===== src/rtl/align_timer_pkg.sv =====
package align_timer_pkg;

  typedef struct packed {
    logic restart;
    logic step;
  } tmrCtrl_t;

  typedef enum logic [1:0] {
    ST_IDLE  = 2'd0,
    ST_COUNT = 2'd1,
    ST_HOLD  = 2'd2
  } tmrState_t;

endpackage


===== src/rtl/align_cfg_reg.sv =====
module align_cfg_reg #(
  parameter int REG_W   = 16,
  parameter int DLY_W   = 7,
  parameter int OFF_W   = 4,
  parameter int OFF_LSB = 8,
  parameter int DLY_RST = 112,
  parameter int OFF_RST = 0
) (
  input  logic             clk,
  input  logic             rst_n,
  input  logic             regWrEn,
  input  logic [REG_W-1:0] regWrData,
  output logic [REG_W-1:0] regRdData,
  output logic [DLY_W-1:0] dlyVal,
  output logic [OFF_W-1:0] offVal
);

  localparam int OFF_MSB = OFF_LSB + OFF_W - 1;
  localparam logic [REG_W-1:0] DLY_MASK = REG_W'((1 << DLY_W) - 1);
  localparam logic [REG_W-1:0] OFF_MASK = REG_W'(((1 << OFF_W) - 1) << OFF_LSB);
  localparam logic [REG_W-1:0] WR_MASK  = DLY_MASK | OFF_MASK;
  localparam logic [REG_W-1:0] RST_WORD =
    REG_W'(DLY_RST) | (REG_W'(OFF_RST) << OFF_LSB);

  logic [REG_W-1:0] cfgQ;

  always_ff @(posedge clk) begin
    if (!rst_n) begin
      cfgQ <= RST_WORD;
    end else if (regWrEn) begin
      cfgQ <= regWrData & WR_MASK;
    end
  end

  assign regRdData = cfgQ;
  assign dlyVal    = cfgQ[DLY_W-1:0];
  assign offVal    = cfgQ[OFF_MSB:OFF_LSB];

  // a write shows up, masked, on the read port one cycle later
  a_r2_write_lands: assert property (@(posedge clk) disable iff (!rst_n)
    regWrEn |=> (regRdData == ($past(regWrData) & WR_MASK)));

endmodule


===== src/rtl/align_ctrl.sv =====
module align_ctrl
  import align_timer_pkg::*;
(
  input  logic     clk,
  input  logic     rst_n,
  input  logic     l1Reset,
  input  logic     lateHit,
  output tmrCtrl_t ctrl
);

  tmrState_t stateQ, stateD;

  always_comb begin
    stateD = stateQ;
    unique case (stateQ)
      ST_IDLE:  stateD = ST_IDLE;
      ST_COUNT: if (lateHit) stateD = ST_HOLD;
      ST_HOLD:  stateD = ST_HOLD;
      default:  stateD = ST_IDLE;
    endcase
    if (l1Reset) stateD = ST_COUNT;
  end

  always_ff @(posedge clk) begin
    if (!rst_n) stateQ <= ST_IDLE;
    else        stateQ <= stateD;
  end

  always_comb begin
    ctrl.restart = l1Reset;
    ctrl.step    = !l1Reset && (stateQ == ST_COUNT) && !lateHit;
  end

  // every pulse puts the sequencer into counting
  a_r6_pulse_counts: assert property (@(posedge clk) disable iff (!rst_n)
    l1Reset |=> (stateQ == ST_COUNT));

  // once the late threshold is reached the sequencer stops stepping
  a_r8_hold_no_step: assert property (@(posedge clk) disable iff (!rst_n)
    (stateQ == ST_HOLD) |-> !ctrl.step);

endmodule


===== src/rtl/align_dp.sv =====
module align_dp
  import align_timer_pkg::*;
#(
  parameter int BASE  = 96,
  parameter int DLY_W = 7,
  parameter int OFF_W = 4,
  parameter int CNT_W = 8
) (
  input  logic             clk,
  input  logic             rst_n,
  input  tmrCtrl_t         ctrl,
  input  logic [DLY_W-1:0] dlyVal,
  input  logic [OFF_W-1:0] offVal,
  output logic             earlyRdEn,
  output logic             lateRdEn
);

  logic [CNT_W-1:0] cntQ, cntNext;
  logic [CNT_W-1:0] lateThrQ, earlyThrQ;
  logic [CNT_W-1:0] lateThrD, earlyThrD;
  logic             lateQ, earlyQ;

  always_comb begin
    lateThrD  = CNT_W'(BASE) + CNT_W'(dlyVal);
    earlyThrD = lateThrD - CNT_W'(offVal);
    cntNext   = cntQ + CNT_W'(1);
  end

  always_ff @(posedge clk) begin
    if (!rst_n) begin
      cntQ      <= '0;
      lateThrQ  <= '0;
      earlyThrQ <= '0;
      lateQ     <= 1'b0;
      earlyQ    <= 1'b0;
    end else if (ctrl.restart) begin
      cntQ      <= '0;
      lateThrQ  <= lateThrD;
      earlyThrQ <= earlyThrD;
      lateQ     <= 1'b0;
      earlyQ    <= 1'b0;
    end else if (ctrl.step) begin
      cntQ <= cntNext;
      if (cntNext == earlyThrQ) earlyQ <= 1'b1;
      if (cntNext == lateThrQ)  lateQ  <= 1'b1;
    end
  end

  assign earlyRdEn = earlyQ;
  assign lateRdEn  = lateQ;

  // the early group is never behind the late group
  a_r5_early_first: assert property (@(posedge clk) disable iff (!rst_n)
    lateRdEn |-> earlyRdEn);

  // an enable only drops on a pulse
  a_r5_late_held: assert property (@(posedge clk) disable iff (!rst_n)
    (lateRdEn && !ctrl.restart) |=> lateRdEn);

  // a pulse clears both enables
  a_r6_clear: assert property (@(posedge clk) disable iff (!rst_n)
    ctrl.restart |=> (!lateRdEn && !earlyRdEn));

  // the late enable rises with the count at its threshold
  a_r3_rise_at_thr: assert property (@(posedge clk) disable iff (!rst_n)
    $rose(lateRdEn) |-> (cntQ == lateThrQ));

  // the count never passes the late threshold
  a_r8_no_overflow: assert property (@(posedge clk) disable iff (!rst_n)
    cntQ <= lateThrQ);

endmodule


===== src/rtl/align_rd_timer.sv =====
module align_rd_timer
  import align_timer_pkg::*;
#(
  parameter int BASE    = 96,
  parameter int REG_W   = 16,
  parameter int DLY_W   = 7,
  parameter int OFF_W   = 4,
  parameter int OFF_LSB = 8,
  parameter int DLY_RST = 112,
  parameter int OFF_RST = 0
) (
  input  logic             clk,
  input  logic             rst_n,
  input  logic             l1Reset,
  input  logic             regWrEn,
  input  logic [REG_W-1:0] regWrData,
  output logic [REG_W-1:0] regRdData,
  output logic             earlyRdEn,
  output logic             lateRdEn
);

  localparam int CNT_W = $clog2(BASE + (1 << DLY_W));

  logic [DLY_W-1:0] dlyVal;
  logic [OFF_W-1:0] offVal;
  tmrCtrl_t         ctrl;

  align_cfg_reg #(
    .REG_W(REG_W), .DLY_W(DLY_W), .OFF_W(OFF_W), .OFF_LSB(OFF_LSB),
    .DLY_RST(DLY_RST), .OFF_RST(OFF_RST)
  ) i_cfg (
    .clk(clk), .rst_n(rst_n), .regWrEn(regWrEn), .regWrData(regWrData),
    .regRdData(regRdData), .dlyVal(dlyVal), .offVal(offVal)
  );

  align_ctrl i_ctrl (
    .clk(clk), .rst_n(rst_n), .l1Reset(l1Reset), .lateHit(lateRdEn),
    .ctrl(ctrl)
  );

  align_dp #(
    .BASE(BASE), .DLY_W(DLY_W), .OFF_W(OFF_W), .CNT_W(CNT_W)
  ) i_dp (
    .clk(clk), .rst_n(rst_n), .ctrl(ctrl), .dlyVal(dlyVal), .offVal(offVal),
    .earlyRdEn(earlyRdEn), .lateRdEn(lateRdEn)
  );

endmodule


===== config.mk =====
export PLATFORM = sky130hd
export DESIGN_NAME = align_rd_timer
export DESIGN_NICKNAME = d
export VERILOG_FILES = /design/src/rtl/align_timer_pkg.sv /design/src/rtl/align_cfg_reg.sv /design/src/rtl/align_ctrl.sv /design/src/rtl/align_dp.sv /design/src/rtl/align_rd_timer.sv
export SDC_FILE = /design/constraint.sdc
export NUM_CORES = 1
export LEC_CHECK = 0
export BUFFER_PORTS_ARGS = -buffer_cell sky130_fd_sc_hd__buf_2
export CORE_UTILIZATION = 40
export CTS_CLUSTER_SIZE = 8
export DETAILED_ROUTE_END_ITERATION = 10
export SETUP_SLACK_MARGIN = 0.2
export SYNTH_ARGS = -nofsm -noshare
export SYNTH_HDL_FRONTEND = slang
export SYNTH_SLANG_ARGS = --single-unit
export TNS_END_PERCENT = 1

===== constraint.sdc =====
create_clock -name clk -period 2.1 [get_ports clk]
set_input_delay 0.42 -clock clk [delete_from_list [all_inputs] [get_ports clk]]
set_output_delay 0.42 -clock clk [all_outputs]
set_load 0.01 [all_outputs]

==> results by group <==
Timing
  – Setup-violating endpoint count in the final report: 0
  – Tcrit/Tclk final: 85.7%
  – Maximum clock rate: ~560 MHz
  – Fin. max-slew vios: 0
  – Tmin final: 1.80 ns
  – Clk_skew: 0.00399 ns
  – Hold Vio Cnt, Final: 0
  – Setup_tns: 0 ns
  – RSZ-0062 raised after global routing: yes

Job
  – Max Cap Violations: 0

Power and ir drop
  – Seq pwr share: 50.9%
  – Power Internal: 1.19 mW
  – Clock share of power: between 30% and 40%
  – Lkg Pwr: ~0.98 nW
  – Tot Pwr: between 1.5 and 2 mW
  – Switch Pwr: 402 uW
  – Peak supply drop: 0.000413 V
  – Power Density: 688 mW/mm^2
  – Net Sw Frac: between 20% and 30%
  – Comb power frac: 14.4%

Logic synthesis
  – EDFF count, synth: 0
  – Syn. warnings: 0
  – Synthesized flop and latch total: 39
  – Seq/Total Area, Yosys: 37.6%
  – Avg Inst Size Synth: 8.87 um^2
  – Main synth FF type: dfxtp_1
  – Cells after synthesis: 234
  – Synthesized area: approximately 0.0021 mm^2
  – Netlist cell types: 37
  – Fraction of registers with async set/reset: 0%

Worst setup path
  – Slowest stage cell, crit path: fa_1
  – Type of the worst setup path: reg -> reg
  – R2R Path End: i_dp.earlyThrQ[4]
  – Reg2Reg Depth: 8
  – CP Data Arrival Time: 2.01 ns
  – Max FO, Critical Path: 4
  – Critical path's largest stage delay: 0.41 ns
  – CP bufs+invs: 1
  – R2r startpoint: i_cfg.regRdData[0]
  – CP required: 2.31 ns
  – CP top delay family: adder cells
  – WP depth: 8
  – Reg2Reg Setup Slack: 0.30 ns
  – Critical-path cell list: inv_1, ha_1, fa_1, nor2b_1, o21ai_1, nor2b_1, xnor2_1, a211oi_1
  – Worst Setup Start Kind: flop
  – Most common cell on crit path: nor2b_1
  – Crit. End Element: flop

Placed design
  – Gpl congestion: between 0.7 and 0.8
  – Hpwl dp: 2720 um
  – Placed instance count: around 310
  – # port buffers: 27

Route
  – Vias: 1468
  – Routed WL per cell: 11.3 um
  – 1st-iter DRT viols: 40
  – DRT Wirelength: about 3600 um
  – Vias per inst: 4.59
  – # DRC: 0
  – First drt pass iteration count: 4
  – Antenna violation net count after detailed routing: 0

CTS
  – H-tree depth: 2
  – CTS tree: done
  – Clk slew on worst S/H paths: 0.07 ns
  – CTS buffer count: 5
  – Worst skew pair latency: 0.29 ns
  – Post-CTS Setup Bufs: 0
  – Clk sink count: 39
  – Bufs on Longest Clock Path: 2
  – Clock root buffer: clkbuf_8

Floorplan
  – Initial Utilization: 42.8%
  – # rows: 25
  – Die W: 74.0 um
  – Core Region: 0.00485 mm^2
  – IO Pins: 38
  – Die ar.: 0.00548 mm^2
  – Die Ht: 74.0 um

GRT
  – Largest net degree at the start of global routing: 27
  – Vias in the first global route: 1379
  – Overflow after GRT: 0
  – Initial antenna violation count: 0
  – GRT Util Overall: 15.3%
  – First-pass GRT wire length: a little over 6000 um

Worst hold path
  – Hold depth: 3
  – Hold path start: regWrData[4]
  – Worst Hold End: i_cfg.regRdData[4]
  – Worst Hold Class: in -> reg

Run status
  – Status: complete, no violations

Cells and area
  – Final Util: between 40% and 50%
  – Fillers: between 400 and 500
  – Layout area overhead: 11.2%
  – Register area: 782 um^2
  – Non-filler cells, final: 320
  – Nets: about 280
  – Share of layout cells above drive strength 1: 17.8%
  – # diodes: 0
  – Multi-input gate area in the final layout: 0.00114 mm^2
-- worst max path at each step --
stage | start | slack (ns) | end
detailed placement | i_cfg.regRdData[0] | 0.25 | i_dp.earlyThrQ[4]
finish | i_cfg.regRdData[0] | 0.30 | i_dp.earlyThrQ[4]
global placement | i_cfg.regRdData[0] | 0.28 | i_dp.earlyThrQ[4]
global route | i_cfg.regRdData[0] | 0.14 | i_dp.earlyThrQ[4]
CTS | i_cfg.regRdData[0] | 0.22 | i_dp.earlyThrQ[4]
floorplan | i_cfg.regRdData[0] | 0.39 | i_dp.earlyThrQ[4]
-- registers in the layout, summed over array words and instances, names as in the netlist --
signal and cells:
i_cfg.regRdData 11, i_dp.cntQ 8, i_dp.earlyThrQ 8, i_dp.lateThrQ 8, i_ctrl.stateQ 2, i_dp.earlyRdEn 1, i_dp.lateRdEn 1
-- per-stage QoR --
step | instance area (um^2) | setup WS, ns | hold slack [ns]
floorplan | 2090 | 0.393 | 0.457
CTS | 2300 | 0.217 | 0.336
detailed placement | 2200 | 0.252 | 0.461
finish | 2310 | 0.301 | 0.341
global route | 2310 | 0.137 | 0.357
global placement | 2200 | 0.276 | 0.452
-- cell type report --
| class | instances | area share (%) |
|---|---|---|
| Clock buffer | 8 | 4.34 |
| Inverter | 10 | 1.63 |
| Multi-Input combinational cell | 165 | 49.3 |
| Sequential cell | 39 | 33.9 |
| Tap cell | 67 | 3.63 |
| Timing Repair Buffer | 31 | 7.16 |
-- layout by cell type (no fill, tap or decap), drive strengths merged, types with 5 or more instances in the layout --
master / count
nand2: 14
xnor2: 23
o21ai: 5
conb: 5
nor2: 32
ha: 8
inv: 10
dfxtp: 39
a211oi: 6
clkbuf: 8
a21oi: 7
nor3: 5
xor2: 9
mux2i: 16
nand3: 5
buf: 31
-- logic make-up (layout without fill, tap and decap cells) --
family	after synthesis	after routing	share of synthesized area, %
AO/OA/AOI/OAI	27	27	8.93
XOR/XNOR	32	32	13.9
adder cells (fa/ha/maj)	9	9	5.79
buffers and inverters	34	49	8.38
flip-flops	39	39	37.6
multiplexers	16	16	7.72
other	1	5	0.181
AND/OR/NAND/NOR	76	76	17.5
-- worst min-delay path, cell delays in order --
cell,delay (ns)
buf_2,0.07
mux2i_1,0.05
nand2_1,0.05
-- power groups by stage --
stage | sequential [mW] | combinational [mW] | clock, mW
floorplan | 0.823 | 0.186 | 0
detailed placement | 0.826 | 0.229 | 0
global placement | 0.825 | 0.224 | 0
CTS | 0.809 | 0.230 | 0.571
global route | 0.815 | 0.259 | 0.606
finish | 0.809 | 0.229 | 0.550
-- cell usage after synthesis (5+ instances only) --
master / count / area, um^2
dfxtp_1: 39 / 781
a211oi_1: 6 / 45.0
mux2i_1: 16 / 160
inv_1: 10 / 37.5
ha_1: 8 / 100
a21oi_1: 7 / 35.0
clkbuf_1: 7 / 26.3
nor3_1: 5 / 25.0
xor2_1: 9 / 78.8
xnor2_1: 22 / 193
nand2_1: 14 / 52.6
buf_4: 10 / 75.1
buf_2: 7 / 35.0
nor2_1: 31 / 116
-- per-layer routing --
metal | wire length (um) | GRT usage [%] | vias to the layer above | part of all wire, %
met5 | 0 | 0 | - | 0
met1 | 1710 | 18.1 | 638 | 47
li1 | - | - | 797 | -
met2 | 1730 | 25.5 | 26 | 48
met3 | 108 | 3.12 | 7 | 3.0
met4 | 80 | 9.40 | 0 | 2.2
-- timing repair --
action                                  in CTS  in global routing
endpoints found under the setup margin       0                  4
hold buffers                                 0                  0
gates resized for setup                      0                  2
Power figures use the tool's default switching activity.
